**src/rtl/cfgp_pkg.sv**
```systemverilog
package cfgp_pkg;

    localparam int unsigned WORD_W = 32;
    localparam int unsigned RADDR_W = 5;
    localparam int unsigned T1_CNT_W = 11;
    localparam int unsigned T2_CNT_W = 27;

    localparam logic [RADDR_W-1:0] RA_CRC   = 5'd0;
    localparam logic [RADDR_W-1:0] RA_FAR   = 5'd1;
    localparam logic [RADDR_W-1:0] RA_FDRI  = 5'd2;
    localparam logic [RADDR_W-1:0] RA_DEVID = 5'd12;

    localparam logic [WORD_W-1:0] CRC_POLY_REFL = 32'h82F63B78;
    localparam int unsigned CRC_IN_W = RADDR_W + WORD_W;

    typedef enum logic [1:0] {
        OP_NOP   = 2'b00,
        OP_READ  = 2'b01,
        OP_WRITE = 2'b10,
        OP_RSVD  = 2'b11
    } opc_e;

    typedef enum logic [1:0] {
        HK_OTHER = 2'd0,
        HK_T1    = 2'd1,
        HK_T2    = 2'd2
    } hkind_e;

    typedef enum logic [1:0] {
        PS_HUNT = 2'd0,
        PS_HDR  = 2'd1,
        PS_PAY  = 2'd2
    } pstate_e;

    typedef struct packed {
        hkind_e               kind;
        opc_e                 op;
        logic [RADDR_W-1:0]   addr;
        logic [T2_CNT_W-1:0]  count;
    } hdr_t;

    function automatic hdr_t decode_hdr(input logic [WORD_W-1:0] w);
        hdr_t h;
        h.kind  = HK_OTHER;
        h.op    = opc_e'(w[28:27]);
        h.addr  = w[17:13];
        h.count = '0;
        case (w[31:29])
            3'b001: begin
                h.kind  = HK_T1;
                h.count = T2_CNT_W'(w[T1_CNT_W-1:0]);
            end
            3'b010: begin
                h.kind  = HK_T2;
                h.count = w[T2_CNT_W-1:0];
            end
            default: h.kind = HK_OTHER;
        endcase
        return h;
    endfunction

    function automatic logic [WORD_W-1:0] crc32c_step(input logic [WORD_W-1:0] c,
                                                      input logic [CRC_IN_W-1:0] v);
        logic [WORD_W-1:0] r;
        r = c;
        for (int i = 0; i < CRC_IN_W; i++) begin
            if (r[0] ^ v[i]) r = (r >> 1) ^ CRC_POLY_REFL;
            else             r = r >> 1;
        end
        return r;
    endfunction

endpackage

```
**src/rtl/cfgp_crc32c.sv**
```systemverilog
module cfgp_crc32c
    import cfgp_pkg::*;
(
    input  logic                clk,
    input  logic                rst,
    input  logic                clr,
    input  logic                upd,
    input  logic [RADDR_W-1:0]  addr,
    input  logic [WORD_W-1:0]   data,
    output logic [WORD_W-1:0]   crc
);

    logic [WORD_W-1:0] crc_q;

    always_ff @(posedge clk) begin
        if (rst || clr) begin
            crc_q <= '0;
        end else if (upd) begin
            crc_q <= crc32c_step(crc_q, {addr, data});
        end
    end

    assign crc = crc_q;

endmodule

```
**src/rtl/cfgp_frame_ctr.sv**
```systemverilog
module cfgp_frame_ctr #(
    parameter int unsigned FRAME_WORDS = 101
) (
    input  logic clk,
    input  logic rst,
    input  logic adv,
    output logic at_last
);

    localparam int unsigned CW = (FRAME_WORDS > 1) ? $clog2(FRAME_WORDS) : 1;
    localparam logic [CW-1:0] LAST_IDX = CW'(FRAME_WORDS - 1);

    logic [CW-1:0] cnt_q;

    assign at_last = (cnt_q == LAST_IDX);

    always_ff @(posedge clk) begin
        if (rst) begin
            cnt_q <= '0;
        end else if (adv) begin
            cnt_q <= at_last ? '0 : cnt_q + 1'b1;
        end
    end

endmodule

```
**src/rtl/cfg_stream_parser.sv**
```systemverilog
module cfg_stream_parser
    import cfgp_pkg::*;
#(
    parameter logic [31:0] SYNC_WORD   = 32'hAA995566,
    parameter logic [31:0] DEVICE_ID   = 32'h0372C093,
    parameter int unsigned FRAME_WORDS = 101
) (
    input  logic        clk,
    input  logic        rst,
    input  logic        in_valid,
    input  logic [31:0] in_data,
    output logic        in_ready,
    output logic        synced,
    output logic        wr_valid,
    output logic [4:0]  wr_addr,
    output logic [31:0] wr_data,
    output logic        fw_valid,
    output logic [31:0] fw_data,
    output logic [31:0] fw_far,
    output logic        fw_last,
    output logic        hdr_err,
    output logic        id_err,
    output logic        crc_err,
    output logic        abort
);

    pstate_e              st_q;
    logic [T2_CNT_W-1:0]  rem_q;
    logic [RADDR_W-1:0]   reg_q;
    logic                 wen_q;
    logic                 prev_t1_q;
    logic                 id_ok_q;
    logic [WORD_W-1:0]    far_q;

    logic                 synced_q, hdr_err_q, id_err_q, crc_err_q, abort_q;
    logic                 wr_valid_q, fw_valid_q, fw_last_q;
    logic [RADDR_W-1:0]   wr_addr_q;
    logic [WORD_W-1:0]    wr_data_q, fw_data_q, fw_far_q;

    hdr_t                 hdr;
    logic                 accept, pay_wr, crc_hit, crc_upd, fdri_hit, frame_adv, crc_bad;
    logic                 frame_at_last;
    logic [WORD_W-1:0]    crc_now;

    always_comb hdr = decode_hdr(in_data);

    assign accept    = in_valid && !abort_q;
    assign pay_wr    = accept && (st_q == PS_PAY) && wen_q;
    assign crc_hit   = pay_wr && (reg_q == RA_CRC);
    assign crc_upd   = pay_wr && (reg_q != RA_CRC);
    assign fdri_hit  = pay_wr && (reg_q == RA_FDRI);
    assign frame_adv = fdri_hit && id_ok_q;
    assign crc_bad   = crc_hit && (in_data != crc_now);

    cfgp_crc32c u_crc (
        .clk  (clk),
        .rst  (rst),
        .clr  (crc_hit),
        .upd  (crc_upd),
        .addr (reg_q),
        .data (in_data),
        .crc  (crc_now)
    );

    cfgp_frame_ctr #(.FRAME_WORDS(FRAME_WORDS)) u_fctr (
        .clk     (clk),
        .rst     (rst),
        .adv     (frame_adv),
        .at_last (frame_at_last)
    );

    // Packet sequencing: hunt for sync, then alternate header / payload.
    always_ff @(posedge clk) begin
        if (rst) begin
            st_q      <= PS_HUNT;
            rem_q     <= '0;
            reg_q     <= '0;
            wen_q     <= 1'b0;
            prev_t1_q <= 1'b0;
            synced_q  <= 1'b0;
            hdr_err_q <= 1'b0;
        end else if (accept) begin
            case (st_q)
                PS_HUNT: begin
                    if (in_data == SYNC_WORD) begin
                        st_q     <= PS_HDR;
                        synced_q <= 1'b1;
                    end
                end
                PS_HDR: begin
                    prev_t1_q <= (hdr.kind == HK_T1);
                    case (hdr.kind)
                        HK_T1: begin
                            reg_q <= hdr.addr;
                            wen_q <= (hdr.op == OP_WRITE);
                            if (hdr.op == OP_WRITE && hdr.count != '0) begin
                                st_q  <= PS_PAY;
                                rem_q <= hdr.count;
                            end
                        end
                        HK_T2: begin
                            if (!prev_t1_q) begin
                                wen_q     <= 1'b0;
                                hdr_err_q <= 1'b1;
                            end
                            if (hdr.count != '0) begin
                                st_q  <= PS_PAY;
                                rem_q <= hdr.count;
                            end
                        end
                        default: ;
                    endcase
                end
                default: begin
                    prev_t1_q <= 1'b0;
                    rem_q     <= rem_q - 1'b1;
                    if (rem_q == T2_CNT_W'(1)) st_q <= PS_HDR;
                end
            endcase
        end
    end

    // Register side effects and registered outputs.
    always_ff @(posedge clk) begin
        if (rst) begin
            id_ok_q    <= 1'b0;
            id_err_q   <= 1'b0;
            crc_err_q  <= 1'b0;
            abort_q    <= 1'b0;
            far_q      <= '0;
            wr_valid_q <= 1'b0;
            wr_addr_q  <= '0;
            wr_data_q  <= '0;
            fw_valid_q <= 1'b0;
            fw_data_q  <= '0;
            fw_far_q   <= '0;
            fw_last_q  <= 1'b0;
        end else begin
            wr_valid_q <= pay_wr && (reg_q != RA_FDRI);
            fw_valid_q <= frame_adv;
            if (pay_wr && reg_q != RA_FDRI) begin
                wr_addr_q <= reg_q;
                wr_data_q <= in_data;
            end
            if (frame_adv) begin
                fw_data_q <= in_data;
                fw_far_q  <= far_q;
                fw_last_q <= frame_at_last;
            end
            if (pay_wr && reg_q == RA_FAR) far_q <= in_data;
            if (pay_wr && reg_q == RA_DEVID) begin
                if (in_data == DEVICE_ID) id_ok_q  <= 1'b1;
                else                      id_err_q <= 1'b1;
            end
            if (fdri_hit && !id_ok_q) id_err_q <= 1'b1;
            if (crc_bad) begin
                crc_err_q <= 1'b1;
                abort_q   <= 1'b1;
            end
        end
    end

    assign in_ready = !abort_q;
    assign synced   = synced_q;
    assign wr_valid = wr_valid_q;
    assign wr_addr  = wr_addr_q;
    assign wr_data  = wr_data_q;
    assign fw_valid = fw_valid_q;
    assign fw_data  = fw_data_q;
    assign fw_far   = fw_far_q;
    assign fw_last  = fw_last_q;
    assign hdr_err  = hdr_err_q;
    assign id_err   = id_err_q;
    assign crc_err  = crc_err_q;
    assign abort    = abort_q;

endmodule

```
**config.mk**
```make
export PLATFORM = sky130hd
export DESIGN_NAME = cfg_stream_parser
export DESIGN_NICKNAME = d
export VERILOG_FILES = /design/src/rtl/cfgp_pkg.sv /design/src/rtl/cfgp_crc32c.sv /design/src/rtl/cfgp_frame_ctr.sv /design/src/rtl/cfg_stream_parser.sv
export SDC_FILE = /design/constraint.sdc
export NUM_CORES = 1
export LEC_CHECK = 0
export CORE_MARGIN = 3
export CORE_UTILIZATION = 59
export DETAILED_ROUTE_END_ITERATION = 10
export DONT_BUFFER_PORTS = 1
export PLACE_DENSITY = 0.75
export SLEW_MARGIN = 20
export SYNTH_ARGS = -nofsm -noshare
export SYNTH_HDL_FRONTEND = slang
export SYNTH_HIERARCHICAL = 1
export SYNTH_SLANG_ARGS = --single-unit
export TNS_END_PERCENT = 1
```
**constraint.sdc**
```tcl
create_clock -name clk -period 6.2 [get_ports clk]
set_input_delay 1.24 -clock clk [delete_from_list [all_inputs] [get_ports clk]]
set_output_delay 1.24 -clock clk [all_outputs]
set_load 0.05 [all_outputs]
```
==> results of run 1 <==
==> area by class of cell <==
type                    count  area, sq um  share of cell area
repair buffers            134         1020              0.0632
inverters                  15         56.3             0.00349
well taps                 313          392              0.0243
flip-flops and latches    216         4320               0.268
clock buffers              35          661              0.0410
multi-input cells        1201         9580               0.594
clock inverters             7         97.6             0.00605
==> critical path: cells and delay by family <==
family | cells | cell delay (ns)
and+or+nand+nor | 1 | 0.06
xor gates and xnor gates | 12 | 4.65
buffers and inverters | 1 | 0.16
muxes | 1 | 0.18
==> stage by stage <==
| step | instances | hold WS, ns | util | setup slack, ns |
|---|---|---|---|---|
| final | 1921 | 0.454 | 0.702 | 0.255 |
| after global routing | 1921 | 0.469 | 0.702 | 0.100 |
| after CTS | 1921 | 0.451 | 0.701 | 0.194 |
| after detailed placement | 1879 | 0.440 | 0.668 | -0.244 |
| after global placement | 1879 | 0.434 | 0.667 | -0.204 |
| after floorplan | 1526 | 0.432 | - | 0.00172 |
==> flip-flops by register name (all words and copies together) (netlist names) <==
name          flops
reg_q             5
abort             1
prev_t1_q         1
fw_valid          1
hdr_err           1
wr_addr           5
fw_data          32
u_fctr/cnt_q      7
st_q              2
wr_valid          1
wen_q             1
synced            1
id_ok_q           1
rem_q            27
fw_last           1
wr_data          32
far_q            32
fw_far           32
u_crc/crc        32
id_err            1
==> cell usage in the layout, fill, tap and decap left out, types with 7 or more instances in the layout <==
cell type,instances
nand2b_1,11
nand2_1,304
inv_1,13
nor3_2,7
mux2i_1,31
nor3_1,15
a221oi_1,7
xnor2_1,191
nand4_1,11
a211oi_1,8
xnor3_2,18
xnor2_4,11
o21ai_1,13
dfxtp_1,216
a21oi_1,176
xnor2_2,22
nor4_1,18
xor3_1,11
buf_4,133
xor2_4,7
clkbuf_16,23
nor2_1,85
xor2_2,9
xnor3_1,58
clkbuf_1,8
nand3_1,14
xor2_1,83
==> worst max-delay path by stage <==
stage / startpoint / to / slack [ns] / cells after the start
after global routing: in_data[3] / u_crc/crc[0] / 0.10 / 15
after detailed placement: in_data[3] / u_crc/crc[0] / -0.24 / 15
after CTS: in_data[3] / u_crc/crc[0] / 0.19 / 15
final: in_data[3] / u_crc/crc[0] / 0.26 / 15
after floorplan: in_data[1] / u_crc/crc[2] / 0.002 / 15
after global placement: in_data[3] / u_crc/crc[0] / -0.20 / 15
==> synth_stat cells, types with 5 or more instances <==
library cell and instances:
dfxtp_1 216, o21ai_1 13, a22o_1 5, a32o_1 5
nand2_1 305, a211oi_1 8, nand4_1 11, nand2b_1 11
xnor2_2 13, xor2_1 86, buf_2 13, a31oi_1 5
a221oi_1 7, clkbuf_1 68, xnor2_1 208, nor2_1 85
xnor3_1 67, xor3_1 12, nor3_2 6, nor3_1 16
o21ai_0 5, inv_1 14, nor2b_1 5, xor2_2 10
a21oi_1 178, mux2i_1 31, nor4_1 19, nand3_1 14
buf_1 5, xnor3_2 9
==> what timing repair did <==
item,in CTS,in global routing
resized for setup,0,2
setup endpoints to repair,0,2
buffers inserted,0,0
==> cells by family (layout without fill, tap and decap cells) <==
group | count (synthesis) | count (layout) | synth area share
simple gates | 504 | 504 | 0.161
xor+xnor | 414 | 414 | 0.370
mux | 33 | 33 | 0.0237
buf+inv | 109 | 191 | 0.0339
fa+ha+maj | 4 | 4 | 0.00356
flops | 216 | 216 | 0.308
compound gates | 246 | 246 | 0.0999
==> metal layers <==
metal | part of all wire | routed length [um]
met2 | 0.47 | 20100
met4 | 0.041 | 1740
met1 | 0.39 | 16800
met3 | 0.097 | 4180
met5 | 0 | 0
==> out/metrics.csv, run 1 <==
stage,metric,value,unit
layout,nets,1630,
route,antenna_left,0,
flow_run,drv_cap,0,
timing,tightestPinTransition,1.04,ns
yosys,synth-edff-count,0,
timing,final.setup_skew,0.0146,ns
floorplan,die-area,0.0257,sq mm
global_routing,grt_pass1_wl,65000,um
min_path,whs_path_depth,2,
yosys,syn_inst,1526,
floorplan,pin_count,145,
timing,fmax,0.168,GHz
timing,rsz0062_at_grt,false,
min_path,hold_end,fw_far[16],
clocking,cts_tree,yes,
setup_path,slowest_stage,xnor3_2,
route,drtPass1Iterations,6,
setup_path,cp_max_fo,9,
clocking,cts_buffers,23,
setup_path,cp_data_arrival_time,6.31,ns
yosys,ys_top_cells_by_area,"dfxtp_1 31%, xnor2_1 13%, xnor3_1 11%",
setup_path,crit_required,6.56,ns
yosys,postSynthNetCount,1565,
route,vias,11208,
setup_path,startpoint_type,input port,
min_path,worst_hold_path_type,flop to flop,
clocking,cts-htree-levels,1,
route,wl,42800,um
floorplan,start_util,0.611,
placed_design,dp_hpwl,31200,um
route,dr.first_iter.drc_count,1135,
global_routing,grt_max_degree,190,
floorplan,die_w,160,um
floorplan,core_area,0.0230,sq mm
yosys,synth.largest_area_cell,dfxtp_1,
setup_path,max_stage_delay,0.59,ns
timing,setup_viol,0,
layout,area_growth,14.8,%
global_routing,grt_pass1_vias,10914,
placed_design,gp_congestion,0.953,
yosys,ys_types,78,
clocking,clockBufferDepth,3,
global_routing,globalRouteOverflowTotal,0,
route,wl_per_cell,22.3,um
placed_design,placed_area,0.0153,sq mm
clocking,cts_hold_buffers,0,
timing,hold_viol_final,0,
clocking,clk_latency,0.51,ns
global_routing,use_met1,0.418,
timing,slew_violations,0,
yosys,synth_seq_cells,216,
floorplan,num_rows,55,
yosys,yosysTopAreaCellShare,0.308,
layout,fin_area,0.0161,sq mm
yosys,syn_area_per_cell,9.20,sq um
yosys,ys_warn_count,6,
setup_path,r2r_slack,0.40,ns
setup_path,r2r_end,u_crc/crc[0],
yosys,synth_seq_area_share,0.308,
global_routing,grt.total_usage,0.324,
timing,maxSlewHeadroom,0.302,
setup_path,reg2reg_from,u_crc/crc[3],
min_path,worst_hold_startpoint,far_q[16],
timing,min_period_over_period,0.959,
global_routing,grt-busiest-layer,met2,
yosys,synth_ff_type,dfxtp_1,
timing,fin_setup_tns,0,ns
run_status,status,"finished, final reports clean",
layout,fill_cells,1864,
route,drc,0,
yosys,synth-async-reset-ratio,0,
setup_path,rr_worst_depth,15,
setup_path,endpoint_kind,flop,
floorplan,dieHeight,160,um
placed_design,numPortBuffers,0,
clocking,clockRootBuffer,clkbuf_16,
clocking,clkTransAtPathRegs,0.06,ns
global_routing,gr-usage-met3,0.0739,
layout,diodes,0,
setup_path,path_class,input port to flop,
route,via_per_inst,5.83,
yosys,syn_area,0.0140,sq mm
global_routing,use_met2,0.537,
setup_path,cp_cell_sequence,"xor2_2, xnor3_2, xnor2_2, xor3_1, xnor2_1, buf_4, xor3_1, xnor2_1, xnor2_1, xnor3_1, xnor3_4, xnor3_1, xnor3_1, mux2i_1, nor2_1",
clocking,clkSinkCount,216,
timing,finalCriticalPeriod,5.94,ns
global_routing,antenna_found_initial,1,
layout,drive_above_1_share,0.167,
Power of run 1 is left out: the tool's default activity adds up to more than one toggle a clock period on the data nets, which glitch-free logic cannot reach.
==> run 2, diff against run 1 <==
--- a/config.mk
+++ b/config.mk
@@ -10,6 +10,7 @@
 export DETAILED_ROUTE_END_ITERATION = 10
 export DONT_BUFFER_PORTS = 1
 export PLACE_DENSITY = 0.75
+export RECOVER_POWER = 25
 export SLEW_MARGIN = 20
 export SYNTH_ARGS = -nofsm -noshare
 export SYNTH_HDL_FRONTEND = slang
==> out/metrics.csv, run 2 (synthesized netlist as in run 1, its figures left out) <==
stage,metric,value,unit
global_routing,grt_pass1_wl,65000,um
setup_path,startpoint_type,input port,
floorplan,num_rows,55,
layout,diodes,0,
clocking,cts-htree-levels,1,
timing,slew_violations,38,
layout,layout_commonest_cell,nand2_1,
run_status,status,"finished, violations left",
timing,hold_viol_final,0,
placed_design,numPortBuffers,0,
layout,final_cell_mix,"304 x nand2_1, 216 x dfxtp_1, 191 x xnor2_1",
placed_design,gp_congestion,0.953,
clocking,clkTransAtPathRegs,0.06,ns
timing,fmax,0.168,GHz
route,dr.first_iter.drc_count,1141,
placed_design,dp_hpwl,31200,um
timing,rsz0062_at_grt,false,
global_routing,grt_pass1_vias,10914,
global_routing,grt.total_usage,0.324,
global_routing,use_met1,0.418,
flow_run,drv_cap,1,
layout,fill_cells,1871,
layout,drive_above_1_share,0.164,
route,wl,42800,um
floorplan,die_w,160,um
layout,nets,1630,
floorplan,core_area,0.0230,sq mm
floorplan,start_util,0.611,
timing,maxSlewHeadroom,-0.216,
timing,fin_setup_tns,0,ns
clocking,clockRootBuffer,clkbuf_16,
route,drc,0,
floorplan,die-area,0.0257,sq mm
clocking,cts_tree,yes,
global_routing,antenna_found_initial,1,
setup_path,cp_max_fo,9,
timing,min_period_over_period,0.963,
global_routing,gr-usage-met3,0.0739,
clocking,clk_latency,0.51,ns
clocking,clockBufferDepth,3,
min_path,worst_hold_path_type,flop to flop,
clocking,clkSinkCount,216,
clocking,cts_hold_buffers,0,
setup_path,cp_data_arrival_time,6.33,ns
timing,tightestPinTransition,1.82,ns
clocking,cts_buffers,23,
setup_path,crit_required,6.56,ns
route,antenna_left,0,
global_routing,grt-busiest-layer,met2,
timing,holdWs,0.454,ns
placed_design,dp_cells,1879,
floorplan,pin_count,145,
setup_path,path_class,input port to flop,
global_routing,globalRouteOverflowTotal,0,
global_routing,use_met2,0.537,
setup_path,endpoint_kind,flop,
layout,finalNonFillerCells,1921,
timing,setup_viol,0,
layout,area_growth,14.7,%
route,drtPass1Iterations,5,
global_routing,grt_max_degree,190,
floorplan,dieHeight,160,um
route,wl_per_cell,22.3,um
route,vias,11249,
timing,finalCriticalPeriod,5.97,ns
run_status,violations,"max-capacitance violations, max-slew violations",
timing,final.setup_skew,0.0177,ns
route,via_per_inst,5.86,
run 2: per-layer routing:
metal | vias up | share of wire
met1 | 5391 | 0.39
met5 | - | 0
met4 | 0 | 0.040
met3 | 122 | 0.096
met2 | 508 | 0.47
li1 | 5228 | -
run 2: cell type report:
cell class	instances	area (sq um)	area share
clock buffer	35	661	0.0410
clock inverter	7	97.6	0.00606
inverter	15	56.3	0.00350
multi-input combinational	1201	9570	0.594
sequential	216	4320	0.268
tap	313	392	0.0243
timing repair buffer	134	1010	0.0628
run 2: final timing paths:
check,start,end,slack [ns],depth (start not counted)
worst max-delay path,in_data[3],u_crc/crc[0],0.23,15
worst min-delay path,far_q[16],fw_far[16],0.45,2
worst max register to register,u_crc/crc[3],u_crc/crc[0],0.37,15
worst min register to register,far_q[16],fw_far[16],0.45,2
run 2: per-stage QoR:
stage          setup slack [ns]   util  instance area (sq um)
6_report                  0.231  0.701                  16100
5_1_grt                   0.100  0.701                  16100
4_1_cts                   0.194  0.701                  16100
3_5_place_dp             -0.244  0.668                  15300
3_3_place_gp             -0.204  0.667                  15300
2_1_floorplan           0.00172      -                  14300
run 2: what timing repair did:
action                                  4_1_cts  5_1_grt
resized for setup                             0        2
endpoints found under the setup margin        0        2
setup buffers                                 0        0
run 2: worst max-delay path, stage by stage:
cell	delay (ns)
xor2_2	0.22
xnor3_2	0.60
xnor2_2	0.28
xor3_1	0.54
xnor2_1	0.16
buf_4	0.16
xor3_1	0.40
xnor2_1	0.38
xnor2_1	0.19
xnor3_1	0.43
xnor3_4	0.56
xnor3_1	0.48
xnor3_1	0.43
mux2i_1	0.19
nor2_1	0.06
Power of run 2 is left out for the same reason.
==> run 3, diff against run 2 <==
--- a/config.mk
+++ b/config.mk
@@ -5,11 +5,11 @@
 export SDC_FILE = /design/constraint.sdc
 export NUM_CORES = 1
 export LEC_CHECK = 0
-export CORE_MARGIN = 3
-export CORE_UTILIZATION = 59
+export ABC_AREA = 1
+export CORE_UTILIZATION = 60
 export DETAILED_ROUTE_END_ITERATION = 10
 export DONT_BUFFER_PORTS = 1
-export PLACE_DENSITY = 0.75
+export PLACE_DENSITY = 0.76
 export RECOVER_POWER = 25
 export SLEW_MARGIN = 20
 export SYNTH_ARGS = -nofsm -noshare
==> out/metrics.csv, run 3 <==
stage,metric,value,unit
run_status,status,"finished, final reports clean",
timing,fmax,0.173,GHz
min_path,worst_hold_startpoint,far_q[9],
yosys,synth_ff_type,dfxtp_1,
clocking,cts-htree-levels,1,
floorplan,core_area,0.0297,sq mm
floorplan,dieHeight,176,um
route,wl,64900,um
yosys,ys_top_cells_by_area,"dfxtp_1 24%, nand2_1 21%, nand3_1 10%",
timing,final.setup_skew,0.0187,ns
min_path,worst_hold_path_type,flop to flop,
floorplan,die_w,176,um
yosys,syn_area_per_cell,6.01,sq um
route,drtPass1Iterations,6,
clocking,clk_latency,0.52,ns
clocking,cts_hold_buffers,0,
timing,maxSlewHeadroom,0.0281,
route,drc,0,
yosys,yosysTopAreaCellShare,0.238,
clocking,clockBufferDepth,3,
yosys,syn_inst,3023,
floorplan,num_rows,63,
setup_path,crit_required,6.61,ns
timing,rsz0062_at_grt,true,
clocking,clkTransAtPathRegs,0.07,ns
setup_path,crit_buf_inv,6,
floorplan,pin_count,145,
setup_path,r2r_slack,0.54,ns
setup_path,endpoint_kind,flop,
layout,drive_above_1_share,0.143,
yosys,ys_warn_count,6,
timing,finalCriticalPeriod,5.77,ns
route,wl_per_cell,18.5,um
setup_path,cp_data_arrival_time,6.18,ns
yosys,yosysMostFrequentCell,nand2_1,
yosys,ys_types,55,
setup_path,slowest_stage,xor2_1,
global_routing,globalRouteOverflowTotal,0,
setup_path,cp_max_fo,10,
floorplan,die-area,0.0310,sq mm
yosys,synthTopCellsByCount,"993 x nand2_1, 364 x nand3_1, 286 x nor2_1",
global_routing,grt_max_degree,99,
route,highest_layer,met4,
timing,hold_viol_final,0,
yosys,syn_area,0.0182,sq mm
layout,nets,3132,
global_routing,antenna_found_initial,0,
layout,area_growth,10.2,%
placed_design,gp_congestion,0.999,
yosys,postSynthNetCount,3062,
layout,diodes,0,
setup_path,crit_path_start,in_data[0],
timing,slew_violations,0,
route,dr_wl_met2,29900,um
clocking,cts_buffers,21,
timing,tightestPinTransition,1.45,ns
global_routing,grt_pass1_wl,100000,um
setup_path,critPathMostFrequentCell,nand2_1,
yosys,synth-async-reset-ratio,0,
setup_path,path_delay_family,simple AND/OR/NAND/NOR gates,
clocking,cts_tree,yes,
setup_path,reg2reg_from,u_crc/crc[3],
route,via_per_inst,5.72,
global_routing,grt.total_usage,0.413,
route,vias,20014,
setup_path,max_stage_delay,0.39,ns
yosys,synth_seq_area_share,0.238,
placed_design,dp_hpwl,49400,um
route,wl_met1,25100,um
layout,final_cell_mix,"991 x nand2_1, 363 x nand3_1, 287 x nor2_1",
yosys,synth_seq_cells,216,
setup_path,path_class,input port to flop,
global_routing,grt_pass1_vias,18675,
timing,min_period_over_period,0.931,
route,dr.first_iter.drc_count,2298,
placed_design,numPortBuffers,0,
route,dr_wl_met3,5820,um
flow_run,drv_cap,0,
setup_path,startpoint_type,input port,
clocking,clkSinkCount,216,
clocking,clockRootBuffer,clkbuf_16,
yosys,synth.largest_area_cell,dfxtp_1,
layout,layout_commonest_cell,nand2_1,
timing,setup_viol,0,
yosys,synth-edff-count,0,
timing,fin_setup_tns,0,ns
floorplan,start_util,0.611,
route,antenna_left,0,
## run 3: stage by stage
step            util  instance area (sq um)  instances  setup slack, ns  hold WS [ns]
5_1_grt        0.674                  20000       3498         0.000778         0.499
4_1_cts        0.672                  20000       3495            0.389         0.481
6_report       0.674                  20000       3498            0.430         0.485
3_3_place_gp   0.645                  19200       3457          -0.0429         0.450
3_5_place_dp   0.645                  19200       3457           -0.103         0.455
2_1_floorplan      -                  18200       3023            0.901         0.444
## run 3: final cells by class
cell class / count / area (sq um)
Inverter: 294 / 1130
Timing Repair Buffer: 146 / 1140
Sequential cell: 216 / 4320
Multi-Input combinational cell: 2414 / 12100
Clock inverter: 13 / 236
Tap cell: 390 / 488
Clock buffer: 25 / 561
Fill cell: 2722 / 9700
## run 3: final timing paths
| path | to | cells past startpoint |
|---|---|---|
| worst max-delay path | u_crc/crc[13] | 44 |
| worst min-delay path | fw_far[9] | 2 |
| worst max register to register | u_crc/crc[13] | 41 |
| worst min register to register | fw_far[9] | 2 |
## run 3: kinds of logic after synthesis
| family | count (synthesis) | synth area share |
|---|---|---|
| and+or+nand+nor | 1906 | 0.481 |
| adders and majority gates | 4 | 0.00276 |
| buffers and inverters | 393 | 0.0953 |
| xor gates and xnor gates | 190 | 0.0945 |
| DFF | 216 | 0.238 |
| AOI/OAI and AO/OA | 313 | 0.0882 |
| muxes | 1 | 0.000551 |
## run 3: worst min-delay path: stages, from the launching register on
cell and delay [ns]:
dfxtp_1 0.32, nor2_1 0.05, nor2_1 0.08
## run 3: timing repair
item | 4_1_cts | 5_1_grt
setup buffers | 0 | 3
setup endpoints to repair | 0 | 26
resized for setup | 0 | 10
## run 3: layer usage
metal	up-vias	GRT usage
met2	942	0.699
li1	9737	-
met3	235	0.0805
met5	-	0
met1	9100	0.486
met4	0	0.241
Power of run 3 is left out for the same reason.
